### config.mk
export PLATFORM = sky130hd
export DESIGN_NAME = trace_fill_buffer
export DESIGN_NICKNAME = d
export VERILOG_FILES = /design/src/rtl/tfb_pkg.sv /design/src/rtl/tfb_fill_ctl.sv /design/src/rtl/tfb_branch_track.sv /design/src/rtl/tfb_word_store.sv /design/src/rtl/trace_fill_buffer.sv
export SDC_FILE = /design/constraint.sdc
export NUM_CORES = 1
export LEC_CHECK = 0
export BUFFER_PORTS_ARGS = -buffer_cell sky130_fd_sc_hd__buf_2
export CORE_MARGIN = 1.5
export CORE_UTILIZATION = 50
export CTS_CLUSTER_DIAMETER = 150
export DETAILED_ROUTE_END_ITERATION = 8
export GPL_TIMING_DRIVEN = 1
export PLACE_DENSITY = 0.79
export SETUP_SLACK_MARGIN = 0.5
export SYNTH_ARGS = -nofsm -noshare
export SYNTH_HDL_FRONTEND = slang
export SYNTH_SLANG_ARGS = --single-unit
### constraint.sdc
create_clock -name clk -period 2.5 [get_ports clk]
set_input_delay 0.375 -clock clk [delete_from_list [all_inputs] [get_ports clk]]
set_output_delay 0.375 -clock clk [all_outputs]
set_load 0.01 [all_outputs]
### src/rtl/tfb_pkg.sv
package tfb_pkg;

    // What the current cycle does to the line being assembled.
    typedef enum logic [1:0] {
        FILL_KEEP   = 2'd0,
        FILL_FULL   = 2'd1,
        FILL_BLOCKS = 2'd2,
        FILL_DROP   = 2'd3
    } fill_evt_e;

endpackage

### src/rtl/tfb_fill_ctl.sv
module tfb_fill_ctl
    import tfb_pkg::*;
#(
    parameter int ADDR_W     = 32,
    parameter int LINE_INSNS = 6,
    localparam int CNT_W     = $clog2(LINE_INSNS + 1),
    localparam int SLOT_W    = (LINE_INSNS > 1) ? $clog2(LINE_INSNS) : 1
) (
    input  logic              clk,
    input  logic              rst_n,
    input  logic              in_valid,
    input  logic              flush,
    input  logic [ADDR_W-1:0] in_addr,
    input  logic              blocks_done,
    output logic              take,
    output logic [SLOT_W-1:0] slot,
    output logic [CNT_W-1:0]  count_next,
    output logic [ADDR_W-1:0] tag_next,
    output fill_evt_e         evt,
    output logic              clear
);

    typedef struct packed {
        logic [CNT_W-1:0]  count;
        logic [ADDR_W-1:0] tag;
    } ctl_t;

    ctl_t st_d, st_q;
    logic full;

    always_comb begin
        take       = in_valid && !flush;
        slot       = SLOT_W'(st_q.count);
        count_next = st_q.count + CNT_W'(take);
        tag_next   = (take && st_q.count == '0) ? in_addr : st_q.tag;
        full       = take && (st_q.count == CNT_W'(LINE_INSNS - 1));

        if (flush)                     evt = FILL_DROP;
        else if (full)                 evt = FILL_FULL;
        else if (take && blocks_done)  evt = FILL_BLOCKS;
        else                           evt = FILL_KEEP;

        clear      = (evt != FILL_KEEP);
        st_d.count = clear ? '0 : count_next;
        st_d.tag   = tag_next;
    end

    always_ff @(posedge clk or negedge rst_n) begin
        if (!rst_n) st_q <= '0;
        else        st_q <= st_d;
    end


    count_bound_chk: assert property (@(posedge clk) disable iff (!rst_n)
        st_q.count < CNT_W'(LINE_INSNS));


    flush_empties_chk: assert property (@(posedge clk) disable iff (!rst_n)
        flush |=> (st_q.count == '0));


    idle_hold_chk: assert property (@(posedge clk) disable iff (!rst_n)
        (!in_valid && !flush) |=> $stable(st_q.count));

endmodule

### src/rtl/tfb_branch_track.sv
module tfb_branch_track #(
    parameter int MAX_BLOCKS = 3,
    localparam int BR_W      = $clog2(MAX_BLOCKS + 1)
) (
    input  logic                  clk,
    input  logic                  rst_n,
    input  logic                  take,
    input  logic                  is_branch,
    input  logic                  taken,
    input  logic                  clear,
    output logic [MAX_BLOCKS-1:0] flags_next,
    output logic [MAX_BLOCKS-1:0] mask_next,
    output logic                  blocks_done
);

    typedef struct packed {
        logic [BR_W-1:0]       nbr;
        logic [MAX_BLOCKS-1:0] flags;
    } br_t;

    br_t st_d, st_q;
    logic            br_take;
    logic [BR_W-1:0] nbr_m;

    always_comb begin
        br_take    = take && is_branch;
        flags_next = st_q.flags;
        for (int i = 0; i < MAX_BLOCKS; i++) begin
            if (br_take && st_q.nbr == BR_W'(i)) flags_next[i] = taken;
        end
        nbr_m       = st_q.nbr + BR_W'(br_take);
        blocks_done = br_take && (st_q.nbr == BR_W'(MAX_BLOCKS - 1));

        st_d.nbr   = clear ? '0 : nbr_m;
        st_d.flags = clear ? '0 : flags_next;
    end

    for (genvar g = 0; g < MAX_BLOCKS; g++) begin : g_mask
        assign mask_next[g] = (nbr_m > BR_W'(g));
    end

    always_ff @(posedge clk or negedge rst_n) begin
        if (!rst_n) st_q <= '0;
        else        st_q <= st_d;
    end


    nbr_bound_chk: assert property (@(posedge clk) disable iff (!rst_n)
        st_q.nbr < BR_W'(MAX_BLOCKS));


    idle_flags_chk: assert property (@(posedge clk) disable iff (!rst_n)
        (!take && !clear) |=> $stable(st_q.flags));

endmodule

### src/rtl/tfb_word_store.sv
module tfb_word_store #(
    parameter int INSN_W     = 32,
    parameter int LINE_INSNS = 6,
    localparam int SLOT_W    = (LINE_INSNS > 1) ? $clog2(LINE_INSNS) : 1
) (
    input  logic                         clk,
    input  logic                         rst_n,
    input  logic                         wen,
    input  logic [SLOT_W-1:0]            slot,
    input  logic [INSN_W-1:0]            word,
    input  logic                         clear,
    output logic [LINE_INSNS*INSN_W-1:0] view
);

    for (genvar g = 0; g < LINE_INSNS; g++) begin : g_slot
        logic [INSN_W-1:0] word_d, word_q, merged;

        always_comb begin
            merged = (wen && slot == SLOT_W'(g)) ? word : word_q;
            word_d = clear ? '0 : merged;
        end

        always_ff @(posedge clk or negedge rst_n) begin
            if (!rst_n) word_q <= '0;
            else        word_q <= word_d;
        end

        assign view[g*INSN_W +: INSN_W] = merged;


        slot_clear_chk: assert property (@(posedge clk) disable iff (!rst_n)
            clear |=> (word_q == '0));
    end

endmodule

### src/rtl/trace_fill_buffer.sv
module trace_fill_buffer
    import tfb_pkg::*;
#(
    parameter int ADDR_W     = 32,
    parameter int INSN_W     = 32,
    parameter int LINE_INSNS = 6,
    parameter int MAX_BLOCKS = 3,
    parameter int INSN_BYTES = 4
) (
    input  logic                                clk,
    input  logic                                rst_n,
    input  logic                                in_valid,
    input  logic [ADDR_W-1:0]                   in_addr,
    input  logic [INSN_W-1:0]                   in_word,
    input  logic                                in_is_branch,
    input  logic                                in_taken,
    input  logic [ADDR_W-1:0]                   in_target,
    input  logic                                flush,
    output logic                                wr_valid,
    output logic [ADDR_W-1:0]                   wr_tag,
    output logic [$clog2(LINE_INSNS+1)-1:0]     wr_count,
    output logic [MAX_BLOCKS-1:0]               wr_flags,
    output logic [MAX_BLOCKS-1:0]               wr_mask,
    output logic [ADDR_W-1:0]                   wr_fallthru,
    output logic [ADDR_W-1:0]                   wr_target,
    output logic [LINE_INSNS*INSN_W-1:0]        wr_words
);

    localparam int CNT_W  = $clog2(LINE_INSNS + 1);
    localparam int SLOT_W = (LINE_INSNS > 1) ? $clog2(LINE_INSNS) : 1;

    typedef struct packed {
        logic                         valid;
        logic [ADDR_W-1:0]            tag;
        logic [CNT_W-1:0]             count;
        logic [MAX_BLOCKS-1:0]        flags;
        logic [MAX_BLOCKS-1:0]        mask;
        logic [ADDR_W-1:0]            fall;
        logic [ADDR_W-1:0]            target;
        logic [LINE_INSNS*INSN_W-1:0] words;
    } line_t;

    logic                         take, clear, blocks_done;
    logic [SLOT_W-1:0]            slot;
    logic [CNT_W-1:0]             count_next;
    logic [ADDR_W-1:0]            tag_next, fall_now;
    logic [MAX_BLOCKS-1:0]        flags_next, mask_next;
    logic [LINE_INSNS*INSN_W-1:0] view;
    fill_evt_e                    evt;
    line_t                        out_d, out_q;

    tfb_fill_ctl #(
        .ADDR_W     (ADDR_W),
        .LINE_INSNS (LINE_INSNS)
    ) u_ctl (
        .clk         (clk),
        .rst_n       (rst_n),
        .in_valid    (in_valid),
        .flush       (flush),
        .in_addr     (in_addr),
        .blocks_done (blocks_done),
        .take        (take),
        .slot        (slot),
        .count_next  (count_next),
        .tag_next    (tag_next),
        .evt         (evt),
        .clear       (clear)
    );

    tfb_branch_track #(
        .MAX_BLOCKS (MAX_BLOCKS)
    ) u_br (
        .clk         (clk),
        .rst_n       (rst_n),
        .take        (take),
        .is_branch   (in_is_branch),
        .taken       (in_taken),
        .clear       (clear),
        .flags_next  (flags_next),
        .mask_next   (mask_next),
        .blocks_done (blocks_done)
    );

    tfb_word_store #(
        .INSN_W     (INSN_W),
        .LINE_INSNS (LINE_INSNS)
    ) u_words (
        .clk   (clk),
        .rst_n (rst_n),
        .wen   (take),
        .slot  (slot),
        .word  (in_word),
        .clear (clear),
        .view  (view)
    );

    always_comb begin
        fall_now    = in_addr + ADDR_W'(INSN_BYTES);
        out_d       = out_q;
        out_d.valid = 1'b0;
        if (evt == FILL_FULL || evt == FILL_BLOCKS) begin
            out_d.valid  = 1'b1;
            out_d.tag    = tag_next;
            out_d.count  = count_next;
            out_d.flags  = flags_next;
            out_d.mask   = mask_next;
            out_d.fall   = fall_now;
            out_d.target = in_is_branch ? in_target : fall_now;
            out_d.words  = view;
        end
    end

    always_ff @(posedge clk or negedge rst_n) begin
        if (!rst_n) out_q <= '0;
        else        out_q <= out_d;
    end

    assign wr_valid    = out_q.valid;
    assign wr_tag      = out_q.tag;
    assign wr_count    = out_q.count;
    assign wr_flags    = out_q.flags;
    assign wr_mask     = out_q.mask;
    assign wr_fallthru = out_q.fall;
    assign wr_target   = out_q.target;
    assign wr_words    = out_q.words;


    close_cause_chk: assert property (@(posedge clk) disable iff (!rst_n)
        wr_valid |-> (wr_count == CNT_W'(LINE_INSNS) || wr_mask[MAX_BLOCKS-1]));


    flags_in_mask_chk: assert property (@(posedge clk) disable iff (!rst_n)
        wr_valid |-> ((wr_flags & ~wr_mask) == '0));


    mask_contig_chk: assert property (@(posedge clk) disable iff (!rst_n)
        wr_valid |-> ((wr_mask & (wr_mask + 1'b1)) == '0));


    flush_no_write_chk: assert property (@(posedge clk) disable iff (!rst_n)
        flush |=> !wr_valid);


    write_needs_input_chk: assert property (@(posedge clk) disable iff (!rst_n)
        !in_valid |=> !wr_valid);

endmodule

==> impl_metrics.xml, run 1 <==
<?xml version="1.0" encoding="UTF-8"?>
<metrics>
  <group name="run_status">
    <metric name="outcome" unit="">finished clean</metric>
  </group>
  <group name="place">
    <metric name="port-buffer-count" unit="">399</metric>
    <metric name="dp.final_hpwl" unit="um">36780</metric>
    <metric name="routabilityCongestion" unit="">0.8713</metric>
    <metric name="preCtsSetupSlack" unit="ns">-0.1348</metric>
  </group>
  <group name="routing">
    <metric name="total_via_count_after_detailed_routing" unit="">15690</metric>
    <metric name="total_iterations_of_the_first_detailed_routing_run" unit="">6</metric>
    <metric name="wire_length_per_cell_after_detailed_routing" unit="um">20.13</metric>
    <metric name="drcViolationCount" unit="">0</metric>
    <metric name="drt_first_iter_violations" unit="">1091</metric>
    <metric name="via_per_inst" unit="">5.453</metric>
    <metric name="totalWireLength" unit="um">57920</metric>
    <metric name="ant_nets" unit="">0</metric>
  </group>
  <group name="worst_setup_path">
    <metric name="crit_path_max_delay_family" unit="">buffers and inverters</metric>
    <metric name="timing.critical_path.cells" unit="">nand4b_1, a21oi_2, ha_4, buf_12, clkbuf_16, buf_4, clkbuf_16, nor2_1, nor2_1</metric>
    <metric name="critPathMaxFanout" unit="">14</metric>
    <metric name="crit_path_top_delay_cell" unit="">dfrtp_1</metric>
    <metric name="worst_setup_path_type" unit="">flip-flop to flip-flop</metric>
    <metric name="worst_setup_path_start_kind" unit="">flip-flop</metric>
    <metric name="critPathMaxStageDelay" unit="ns">0.37</metric>
    <metric name="critPathArrivalTime" unit="ns">2.49</metric>
    <metric name="data_required_time_at_the_worst_endpoint" unit="ns">2.98</metric>
    <metric name="sort_of_element_at_the_end_of_the_critical_path" unit="">flip-flop</metric>
    <metric name="buf_inv_on_cp" unit="">4</metric>
  </group>
  <group name="grt">
    <metric name="first_pass_grt_wire_length" unit="um">86750</metric>
    <metric name="antenna_found_initial" unit="">6</metric>
    <metric name="first_global_vias" unit="">15610</metric>
    <metric name="overflow" unit="">0</metric>
    <metric name="pin_count_of_the_biggest_net_entering_global_routing" unit="">83</metric>
    <metric name="global_route_usage_sum" unit="%">25.18</metric>
  </group>
  <group name="sta">
    <metric name="timing.hold.ws" unit="ns">0.03328</metric>
    <metric name="layout_worst_path_cycle_share" unit="%">80.37</metric>
    <metric name="final.setup.worst_slack" unit="ns">0.4907</metric>
    <metric name="final_hold_viol_count" unit="">0</metric>
    <metric name="timing.final.setup_violations" unit="">0</metric>
    <metric name="drv_slew" unit="">0</metric>
    <metric name="worst_slew_margin_rel" unit="%">63.27</metric>
    <metric name="max_clock_freq" unit="MHz">497.7</metric>
    <metric name="timing.final.crit_period" unit="ns">2.009</metric>
    <metric name="grt_setup_unrepaired" unit="">true</metric>
    <metric name="tightest_slew" unit="ns">0.5510</metric>
    <metric name="setup_skew" unit="ns">0.02123</metric>
  </group>
  <group name="synth">
    <metric name="seq_area_frac_synth" unit="%">62.58</metric>
    <metric name="syn_area_per_cell" unit="um^2">11.44</metric>
    <metric name="synth.ff_latch_count" unit="">530</metric>
    <metric name="post_synth_instance_area" unit="um^2">21190</metric>
    <metric name="ys_top_cells_by_area" unit="">dfrtp_1 (63%), mux2i_1 (9.4%), nor2_1 (5.9%)</metric>
    <metric name="synth_top_area_cell" unit="">dfrtp_1</metric>
    <metric name="postSynthCellCount" unit="">1853</metric>
    <metric name="yosysUniqueCellTypes" unit="">42</metric>
    <metric name="yosysWarningCount" unit="">0</metric>
    <metric name="synth.top_cell.area_share" unit="%">62.58</metric>
    <metric name="synth_nets" unit="">1960</metric>
  </group>
  <group name="layout">
    <metric name="drive_above_1_share" unit="%">29.45</metric>
    <metric name="layout.filler_cells" unit="">3148</metric>
    <metric name="layout-area-overhead-vs-synth" unit="%">26.65</metric>
    <metric name="utilization" unit="%">64.14</metric>
    <metric name="fin_nets" unit="">2398</metric>
  </group>
  <group name="clocking">
    <metric name="clock_insertion_delay_worst_skew" unit="ns">0.60</metric>
    <metric name="path_clk_slew" unit="ns">0.06</metric>
    <metric name="tritoncts" unit="">done</metric>
    <metric name="cts_sinks" unit="">530</metric>
    <metric name="clockRootBuffer" unit="">clkbuf_16</metric>
    <metric name="clock_path_buffers" unit="">3</metric>
    <metric name="cts_max_level" unit="">2</metric>
    <metric name="cts_inserted_buffers" unit="">53</metric>
  </group>
  <group name="floorplan">
    <metric name="floorplan.core_area" unit="um^2">41850</metric>
    <metric name="io_pins" unit="">400</metric>
    <metric name="die_height" unit="um">208.9</metric>
    <metric name="die_w" unit="um">208.9</metric>
    <metric name="die_area" unit="um^2">43630</metric>
    <metric name="initial_utilization" unit="%">50.64</metric>
    <metric name="std_cell_rows" unit="">75</metric>
  </group>
  <group name="power_and_ir_drop">
    <metric name="power.ir.vdd_worst" unit="mV">0.6585</metric>
    <metric name="total_leakage_power" unit="nW">13.09</metric>
    <metric name="cellPowerDensity" unit="nW/um^2">795.0</metric>
    <metric name="finalPower" unit="mW">21.34</metric>
  </group>
  <group name="hold_path">
    <metric name="hp-class" unit="">input pin to flip-flop</metric>
  </group>
  <group name="run">
    <metric name="maxCapViolations" unit="">0</metric>
  </group>
</metrics>
[cells in the mapped netlist]
library cell / n
dfrtp_1: 530
and3_1: 14
or4_1: 2
nand3_1: 26
a31oi_1: 2
nand4_1: 10
buf_4: 2
nand2_2: 2
inv_1: 11
xnor2_1: 8
nor4_4: 1
and2_1: 7
mux2i_1: 200
o21ai_0: 21
nand2b_1: 1
and4bb_2: 1
inv_2: 2
nor4_1: 4
or2_2: 1
nand3b_1: 2
clkbuf_1: 90
mux2_2: 45
and4_2: 2
nor3b_1: 5
a21oi_1: 240
o221ai_1: 5
nor3_1: 6
nand4b_1: 1
and3_2: 2
nor2_1: 335
ha_1: 5
nand2_1: 19
a21o_1: 1
nand4_4: 1
a21boi_0: 1
buf_2: 22
buf_1: 4
nor2b_1: 197
o2bb2ai_1: 3
nor4b_4: 2
clkbuf_8: 1
xor2_1: 19
[final timing paths]
path	end	cells after the start	startpoint	slack, ns
setup reg to reg	wr_tag[26]$_DFFE_PN0P_	9	u_ctl.slot[1]$_DFF_PN0_	0.49
hold reg to reg	u_ctl.st_q[18]$_DFF_PN0_	1	u_ctl.st_q[18]$_DFF_PN0_	0.50
min in group asynchronous	u_ctl.st_q[27]$_DFF_PN0_	2	rst_n	0.35
hold / removal	wr_target[13]$_DFFE_PN0P_	3	in_target[13]	0.03
max in group asynchronous	u_words.g_slot[4].word_q[24]$_DFF_PN0_	3	rst_n	1.31
setup / recovery	wr_tag[26]$_DFFE_PN0P_	9	u_ctl.slot[1]$_DFF_PN0_	0.49
[registers in the layout, indices dropped and copies added (netlist names), 5 cells and up]
name and flops:
wr_fallthru 32, wr_words 192, u_ctl.st_q 32, wr_target 32, wr_tag 32, u_words.g_slot.word_q 192, u_br.st_q 5
[per-stage QoR]
stage	cell area, um^2	instances	TNS [ns]
2_1_floorplan	21500	1853	0
3_3_place_gp	24380	2741	0
3_5_place_dp	24380	2741	-7.342
4_1_cts	26170	2843	0
5_1_grt	26840	2877	0
6_report	26840	2878	0
[layout make-up]
cell class	count	area, um^2	share of cell area (%)
repair buffers	502	3500	13.04
diodes	6	15.01	0.05593
multi-input cells	1191	7612	28.36
well taps	539	674.4	2.512
clock buffers	83	1600	5.962
flip-flops and latches	530	13260	49.41
inverters	13	51.30	0.1911
clock inverters	14	127.6	0.4754
[metal layers]
layer / global-route usage (%) / up-vias / share of wire, %
li1: - / 7086 / -
met1: 34.34 / 7873 / 43
met2: 39.52 / 589 / 47
met3: 4.313 / 144 / 5.6
met4: 12.07 / 2 / 4.4
met5: 0 / - / 0.021
[worst register-to-register path: stages, from the launching register on]
cell and delay, ns:
dfrtp_1 0.37, nand4b_1 0.25, a21oi_2 0.24, ha_4 0.25
buf_12 0.15, clkbuf_16 0.15, buf_4 0.14, clkbuf_16 0.16
nor2_1 0.12, nor2_1 0.06
[timing repair]
item,in CTS,in global routing
hold buffers,1,0
endpoints found under the hold margin,47,0
gates cloned,0,12
pin swaps,2,12
buffers inserted,4,17
setup endpoints to repair,233,172
resized for setup,5,56
[kinds of logic (layout without fill, tap and decap cells)]
group           Yosys count  in the layout  share of synthesized area (%)
simple gates            641            641                          15.00
flops                   530            530                          62.58
compound gates          273            273                          6.624
mux                     245            245                          11.84
buf+inv                 132            612                          2.550
xor+xnor                 27             27                          1.116
fa+ha+maj                 5              5                         0.2952
other cells               0              6                              0
[cells in the final DEF (no fill, tap or decap), drive strengths merged, types with 21 or more instances in the layout]
cell type | netlist | final
a21oi | 240 | 240
buf | 28 | 489
clkbuf | 91 | 95
dfrtp | 530 | 530
mux2 | 45 | 45
mux2i | 200 | 200
nand2 | 21 | 21
nand3 | 26 | 26
nor2 | 335 | 335
nor2b | 197 | 197
o21ai | 21 | 21
[report_power, final]
group / switching [mW] / internal [mW] / total, mW
logic: 2.08 / 1.48 / 3.56
clock network: 3.36 / 4.51 / 7.87
registers: 0.489 / 9.41 / 9.90
total: 5.94 / 15.4 / 21.3
(Power assumes the default switching activity.)
==> run 2: changes to the inputs <==
==> constraint.sdc (replaced) <==
create_clock -name clk -period 1.7 [get_ports clk]
set_input_delay 0.255 -clock clk [delete_from_list [all_inputs] [get_ports clk]]
set_output_delay 0.255 -clock clk [all_outputs]
set_load 0.01 [all_outputs]
==> impl_metrics.xml, run 2 (same netlist as run 1, synthesis figures left out) <==
<?xml version="1.0" encoding="UTF-8"?>
<metrics>
  <group name="run_status">
    <metric name="outcome" unit="">finished, violations left</metric>
    <metric name="failed_checks" unit="">setup timing</metric>
  </group>
  <group name="sta">
    <metric name="tightest_slew" unit="ns">0.5210</metric>
    <metric name="timing.final.setup_violations" unit="">423</metric>
    <metric name="final_hold_viol_count" unit="">0</metric>
    <metric name="timing.final.crit_period" unit="ns">2.021</metric>
    <metric name="grt_setup_unrepaired" unit="">true</metric>
    <metric name="layout_worst_path_cycle_share" unit="%">118.9</metric>
    <metric name="drv_slew" unit="">0</metric>
    <metric name="final.setup.worst_slack" unit="ns">-0.3207</metric>
    <metric name="timing.hold.ws" unit="ns">0.03601</metric>
    <metric name="worst_slew_margin_rel" unit="%">65.27</metric>
    <metric name="max_clock_freq" unit="MHz">494.9</metric>
    <metric name="setup_skew" unit="ns">0.01931</metric>
  </group>
  <group name="routing">
    <metric name="via_per_inst" unit="">5.641</metric>
    <metric name="drcViolationCount" unit="">0</metric>
    <metric name="totalWireLength" unit="um">65640</metric>
    <metric name="total_iterations_of_the_first_detailed_routing_run" unit="">5</metric>
    <metric name="wire_length_per_cell_after_detailed_routing" unit="um">21.86</metric>
    <metric name="drt_first_iter_violations" unit="">1460</metric>
    <metric name="total_via_count_after_detailed_routing" unit="">16940</metric>
    <metric name="ant_nets" unit="">0</metric>
  </group>
  <group name="grt">
    <metric name="global_route_usage_sum" unit="%">27.78</metric>
    <metric name="pin_count_of_the_biggest_net_entering_global_routing" unit="">79</metric>
    <metric name="first_global_vias" unit="">16880</metric>
    <metric name="antenna_found_initial" unit="">4</metric>
    <metric name="overflow" unit="">0</metric>
    <metric name="first_pass_grt_wire_length" unit="um">94590</metric>
  </group>
  <group name="layout">
    <metric name="drive_above_1_share" unit="%">38.06</metric>
    <metric name="fin_area" unit="um^2">29200</metric>
    <metric name="area.sequential" unit="um^2">13260</metric>
    <metric name="layout.filler_cells" unit="">2732</metric>
    <metric name="fin_nets" unit="">2523</metric>
    <metric name="layout-area-overhead-vs-synth" unit="%">37.78</metric>
    <metric name="layout_commonest_cell" unit="">dfrtp_1</metric>
    <metric name="multi_input_comb_area" unit="um^2">8376</metric>
    <metric name="layout_common_cells" unit="">dfrtp_1 (529), buf_2 (398), nor2_1 (209), a21oi_1 (197), nor2b_1 (196)</metric>
  </group>
  <group name="worst_setup_path">
    <metric name="data_required_time_at_the_worst_endpoint" unit="ns">2.16</metric>
    <metric name="sort_of_element_at_the_end_of_the_critical_path" unit="">flip-flop</metric>
    <metric name="worst-r2r-cell-count" unit="">8</metric>
    <metric name="timing.rr.start" unit="">u_ctl.slot[1]$_DFF_PN0_</metric>
    <metric name="worst_setup_path_startpoint" unit="">u_ctl.slot[1]$_DFF_PN0_</metric>
    <metric name="r2r_setup_slack" unit="ns">-0.32</metric>
    <metric name="worst_setup_path_start_kind" unit="">flip-flop</metric>
    <metric name="critPathArrivalTime" unit="ns">2.48</metric>
    <metric name="worst_setup_path_type" unit="">flip-flop to flip-flop</metric>
    <metric name="worstSetupEndpoint" unit="">wr_words[51]$_DFFE_PN0P_</metric>
    <metric name="reg2reg_to" unit="">wr_words[51]$_DFFE_PN0P_</metric>
    <metric name="critPathMaxFanout" unit="">8</metric>
  </group>
  <group name="power_and_ir_drop">
    <metric name="power.ir.vdd_worst" unit="mV">0.7458</metric>
    <metric name="cellPowerDensity" unit="nW/um^2">1118</metric>
    <metric name="total_leakage_power" unit="nW">14.00</metric>
  </group>
  <group name="clocking">
    <metric name="clockRootBuffer" unit="">clkbuf_16</metric>
    <metric name="cts_max_level" unit="">2</metric>
    <metric name="tritoncts" unit="">done</metric>
    <metric name="cts_sinks" unit="">530</metric>
    <metric name="clock_path_buffers" unit="">3</metric>
    <metric name="cts_inserted_buffers" unit="">52</metric>
    <metric name="path_clk_slew" unit="ns">0.06</metric>
    <metric name="clock_insertion_delay_worst_skew" unit="ns">0.61</metric>
  </group>
  <group name="place">
    <metric name="routabilityCongestion" unit="">0.9003</metric>
    <metric name="dp.final_hpwl" unit="um">38660</metric>
    <metric name="port-buffer-count" unit="">399</metric>
    <metric name="post_dp_cell_area" unit="um^2">24990</metric>
  </group>
  <group name="run">
    <metric name="maxCapViolations" unit="">0</metric>
  </group>
  <group name="floorplan">
    <metric name="die_height" unit="um">208.9</metric>
    <metric name="die_area" unit="um^2">43630</metric>
    <metric name="std_cell_rows" unit="">75</metric>
    <metric name="io_pins" unit="">400</metric>
    <metric name="floorplan.core_area" unit="um^2">41850</metric>
    <metric name="initial_utilization" unit="%">50.64</metric>
    <metric name="die_w" unit="um">208.9</metric>
  </group>
  <group name="hold_path">
    <metric name="hp-class" unit="">input pin to flip-flop</metric>
  </group>
</metrics>
[run 2: changes by cell type in the layout (fill, tap and decap cells not counted), moves of 19 or more]
| cell | change |
|---|---|
| nor2_1 | -115 |
| nor2_2 | +83 |
| buf_4 | +43 |
| dlygate4sd3_1 | +43 |
| a21oi_1 | -33 |
| a21oi_2 | +32 |
| nor2_4 | +32 |
| buf_12 | +19 |
[run 2: power by group]
group | internal, mW | switching (mW)
registers | 13.8 | 0.899
clock network | 6.65 | 5.04
logic | 2.75 | 3.47
[run 2: final cells by class]
type | instances | share of cell area [%]
inverter | 13 | 0.1928
timing repair buffer | 628 | 17.39
clock inverter | 22 | 0.8355
tap | 539 | 2.310
multi-input combinational | 1191 | 28.68
antenna | 4 | 0.03428
sequential | 530 | 45.42
clock buffer | 75 | 5.129
[run 2: metrics by stage]
step	power, mW	setup WS [ns]	util [%]	setup TNS, ns	cells
finish	32.65	-0.3207	69.77	-56.50	3002
global route	33.79	-0.3740	69.77	-88.11	3002
CTS	31.93	-0.2098	66.91	-48.69	2968
detailed placement	19.74	-0.6261	59.70	-188.91	2804
global placement	19.56	-0.5177	59.70	-154.25	2804
floorplan	17.08	-0.4285	-	-157.15	1853
[run 2: worst min-delay path by stage]
stage                     depth (start not counted)                                    end          start  slack, ns
final                                             4              wr_target[21]$_DFFE_PN0P_  in_target[21]       0.04
after global routing                              4              wr_target[25]$_DFFE_PN0P_  in_target[25]       0.04
after global placement                            1  u_words.g_slot[5].word_q[1]$_DFF_PN0_          rst_n       0.15
after detailed placement                          1  u_words.g_slot[5].word_q[1]$_DFF_PN0_          rst_n       0.16
after CTS                                         2               u_ctl.st_q[16]$_DFF_PN0_    in_addr[16]     0.0005
after floorplan                                   0                 u_br.st_q[0]$_DFF_PN0_          rst_n      -0.04
[run 2: critical path, cell delays in order, from the launching register on]
cell and delay (ns):
dfrtp_2 0.39, nand4b_1 0.23, a21oi_2 0.23, ha_4 0.25, buf_12 0.16, clkbuf_16 0.19, clkbuf_16 0.17, nor2_2 0.16
a21oi_1 0.09
[run 2: routing by layer]
metal  global-route usage (%)  part of all wire [%]  up-vias
met5                        0                     0        -
met4                    14.64                   6.1        0
met3                    4.253                   5.9      259
met2                    45.20                    48      812
met1                    36.24                    40     8514
li1                         -                     -     7350
[run 2: timing repair]
item / 4_1_cts / 5_1_grt
hold endpoints to repair: 367 / 0
hold buffers: 44 / 0
pin swaps: 12 / 34
gates resized for setup: 126 / 190
cloned: 12 / 17
setup endpoints to repair: 828 / 828
setup buffers: 11 / 13
==> run 3: changes to the inputs <==
--- a/config.mk
+++ b/config.mk
@@ -7,11 +7,12 @@
 export LEC_CHECK = 0
 export BUFFER_PORTS_ARGS = -buffer_cell sky130_fd_sc_hd__buf_2
 export CORE_MARGIN = 1.5
-export CORE_UTILIZATION = 50
+export CORE_UTILIZATION = 55
 export CTS_CLUSTER_DIAMETER = 150
 export DETAILED_ROUTE_END_ITERATION = 8
 export GPL_TIMING_DRIVEN = 1
-export PLACE_DENSITY = 0.79
+export MAX_ROUTING_LAYER = met4
+export PLACE_DENSITY = 0.82
 export SETUP_SLACK_MARGIN = 0.5
 export SYNTH_ARGS = -nofsm -noshare
 export SYNTH_HDL_FRONTEND = slang
==> constraint.sdc (replaced) <==
create_clock -name clk -period 2.2 [get_ports clk]
set_input_delay 0.33 -clock clk [delete_from_list [all_inputs] [get_ports clk]]
set_output_delay 0.33 -clock clk [all_outputs]
set_load 0.01 [all_outputs]
==> impl_metrics.xml, run 3 (same netlist as run 1, synthesis figures left out) <==
<?xml version="1.0" encoding="UTF-8"?>
<metrics>
  <group name="sta">
    <metric name="worst_slew_margin_rel" unit="%">64.18</metric>
    <metric name="timing.final.crit_period" unit="ns">2.189</metric>
    <metric name="tightest_slew" unit="ns">0.5224</metric>
    <metric name="final.setup.worst_slack" unit="ns">0.01108</metric>
    <metric name="timing.setup.tns" unit="ns">0</metric>
    <metric name="timing.final.setup_violations" unit="">0</metric>
    <metric name="final_hold_viol_count" unit="">0</metric>
    <metric name="drv_slew" unit="">0</metric>
    <metric name="grt_setup_unrepaired" unit="">true</metric>
    <metric name="setup_skew" unit="ns">0.02116</metric>
    <metric name="max_clock_freq" unit="MHz">456.8</metric>
    <metric name="layout_worst_path_cycle_share" unit="%">99.50</metric>
  </group>
  <group name="hold_path">
    <metric name="min-delay-start" unit="">in_addr[19]</metric>
    <metric name="hp-class" unit="">input pin to flip-flop</metric>
  </group>
  <group name="worst_setup_path">
    <metric name="worst_setup_path_start_kind" unit="">flip-flop</metric>
    <metric name="sort_of_element_at_the_end_of_the_critical_path" unit="">flip-flop</metric>
    <metric name="worst_setup_path_startpoint" unit="">u_br.st_q[3]$_DFF_PN0_</metric>
    <metric name="worst_setup_path_type" unit="">flip-flop to flip-flop</metric>
    <metric name="timing.rr.start" unit="">u_br.st_q[3]$_DFF_PN0_</metric>
    <metric name="critPathMaxFanout" unit="">9</metric>
    <metric name="data_required_time_at_the_worst_endpoint" unit="ns">2.71</metric>
    <metric name="critPathArrivalTime" unit="ns">2.70</metric>
  </group>
  <group name="place">
    <metric name="place_inst" unit="">2737</metric>
    <metric name="port-buffer-count" unit="">399</metric>
    <metric name="dp.final_hpwl" unit="um">36580</metric>
    <metric name="post_dp_cell_area" unit="um^2">24530</metric>
    <metric name="routabilityCongestion" unit="">0.9551</metric>
    <metric name="preCtsSetupSlack" unit="ns">-0.1716</metric>
  </group>
  <group name="grt">
    <metric name="pin_count_of_the_biggest_net_entering_global_routing" unit="">106</metric>
    <metric name="antenna_found_initial" unit="">7</metric>
    <metric name="first_global_vias" unit="">16700</metric>
    <metric name="overflow" unit="">0</metric>
    <metric name="global_route_usage_sum" unit="%">32.74</metric>
    <metric name="first_pass_grt_wire_length" unit="um">95770</metric>
  </group>
  <group name="power_and_ir_drop">
    <metric name="cellPowerDensity" unit="nW/um^2">816.9</metric>
    <metric name="power.ir.vdd_worst" unit="mV">0.6554</metric>
    <metric name="total_leakage_power" unit="nW">14.43</metric>
  </group>
  <group name="routing">
    <metric name="ant_nets" unit="">0</metric>
    <metric name="via_per_inst" unit="">6.201</metric>
    <metric name="wire_length_per_cell_after_detailed_routing" unit="um">28.77</metric>
    <metric name="total_via_count_after_detailed_routing" unit="">18440</metric>
    <metric name="total_iterations_of_the_first_detailed_routing_run" unit="">5</metric>
    <metric name="totalWireLength" unit="um">85560</metric>
    <metric name="drt_first_iter_violations" unit="">1500</metric>
    <metric name="drcViolationCount" unit="">0</metric>
  </group>
  <group name="clocking">
    <metric name="clock_insertion_delay_worst_skew" unit="ns">0.63</metric>
    <metric name="cts_max_level" unit="">2</metric>
    <metric name="path_clk_slew" unit="ns">0.07</metric>
    <metric name="tritoncts" unit="">done</metric>
    <metric name="clock_path_buffers" unit="">3</metric>
    <metric name="cts_inserted_buffers" unit="">53</metric>
    <metric name="clockRootBuffer" unit="">clkbuf_16</metric>
    <metric name="cts_sinks" unit="">530</metric>
  </group>
  <group name="layout">
    <metric name="layout-area-overhead-vs-synth" unit="%">50.92</metric>
    <metric name="utilization" unit="%">84.52</metric>
    <metric name="multi_input_comb_area" unit="um^2">10450</metric>
    <metric name="fin_area" unit="um^2">31990</metric>
    <metric name="layout.filler_cells" unit="">1689</metric>
    <metric name="layout_common_cells" unit="">dfrtp_1 (530), buf_2 (398), nor2_1 (198), a21oi_1 (150), nor2b_1 (140)</metric>
    <metric name="drive_above_1_share" unit="%">48.70</metric>
    <metric name="layout_commonest_cell" unit="">dfrtp_1</metric>
    <metric name="fin_nets" unit="">2521</metric>
    <metric name="post_layout_nonfiller_instances" unit="">2974</metric>
    <metric name="area.sequential" unit="um^2">13260</metric>
  </group>
  <group name="floorplan">
    <metric name="floorplan.core_area" unit="um^2">37840</metric>
    <metric name="die_height" unit="um">199.3</metric>
    <metric name="die_w" unit="um">199.3</metric>
    <metric name="std_cell_rows" unit="">71</metric>
    <metric name="io_pins" unit="">400</metric>
    <metric name="initial_utilization" unit="%">56.00</metric>
    <metric name="die_area" unit="um^2">39720</metric>
  </group>
  <group name="run_status">
    <metric name="outcome" unit="">finished clean</metric>
  </group>
  <group name="run">
    <metric name="maxCapViolations" unit="">0</metric>
  </group>
</metrics>
run 3: final timing paths:
path,end,slack [ns],cells past startpoint
min in group asynchronous,wr_tag[8]$_DFFE_PN0P_,0.22,2
max in group asynchronous,u_words.g_slot[5].word_q[20]$_DFF_PN0_,1.17,4
max reg2reg,wr_words[172]$_DFFE_PN0P_,0.01,8
min,u_ctl.st_q[19]$_DFF_PN0_,0.03,2
min reg2reg,wr_fallthru[2]$_DFFE_PN0P_,0.49,2
max,wr_words[172]$_DFFE_PN0P_,0.01,8
run 3: repair_timing:
| item | in CTS | in global routing |
|---|---|---|
| endpoints found under the setup margin | 521 | 521 |
| resized for setup | 214 | 550 |
| cloned | 19 | 58 |
| hold buffers | 11 | 0 |
| pin swaps | 15 | 52 |
| endpoints found under the hold margin | 140 | 0 |
| buffers inserted | 24 | 21 |
run 3: critical path, cell delays in order, from the launching register on:
cell,delay [ns]
dfrtp_1,0.41
nor3b_2,0.28
a21oi_2,0.13
ha_4,0.33
buf_12,0.19
clkbuf_16,0.21
buf_16,0.17
nor2_4,0.08
a21oi_2,0.26
run 3: through the flow:
step,power (mW),hold WS [ns]
after floorplan,13.20,0.03441
final,26.13,0.02882
after global placement,15.04,0.2472
after detailed placement,15.17,0.2563
after CTS,24.44,0.002152
after global routing,26.84,0.03439
run 3: layout make-up:
| class | count | area share (%) |
|---|---|---|
| Multi-Input combinational cell | 1191 | 32.66 |
| Clock inverter | 19 | 0.4694 |
| Timing Repair Buffer | 625 | 18.34 |
| Sequential cell | 530 | 41.46 |
| Tap cell | 511 | 1.999 |
| Inverter | 13 | 0.1682 |
| Clock buffer | 78 | 4.847 |
| Antenna cell | 7 | 0.05476 |
run 3: routing by layer:
| layer | GRT usage (%) | vias up | part of all wire, % |
|---|---|---|---|
| met5 | - | - | 0 |
| met4 | 15.15 | 0 | 8.1 |
| met3 | 5.283 | 499 | 9.5 |
| met2 | 51.43 | 1273 | 47 |
| met1 | 42.06 | 9275 | 35 |
| li1 | - | 7395 | - |
run 3: report_power, final:
group | total (mW) | leakage [nW] | switching, mW | internal (mW)
clock network | 9.13 | 0.853 | 4.11 | 5.02
registers | 11.5 | 6.79 | 0.770 | 10.7
logic | 5.53 | 6.79 | 3.12 | 2.41
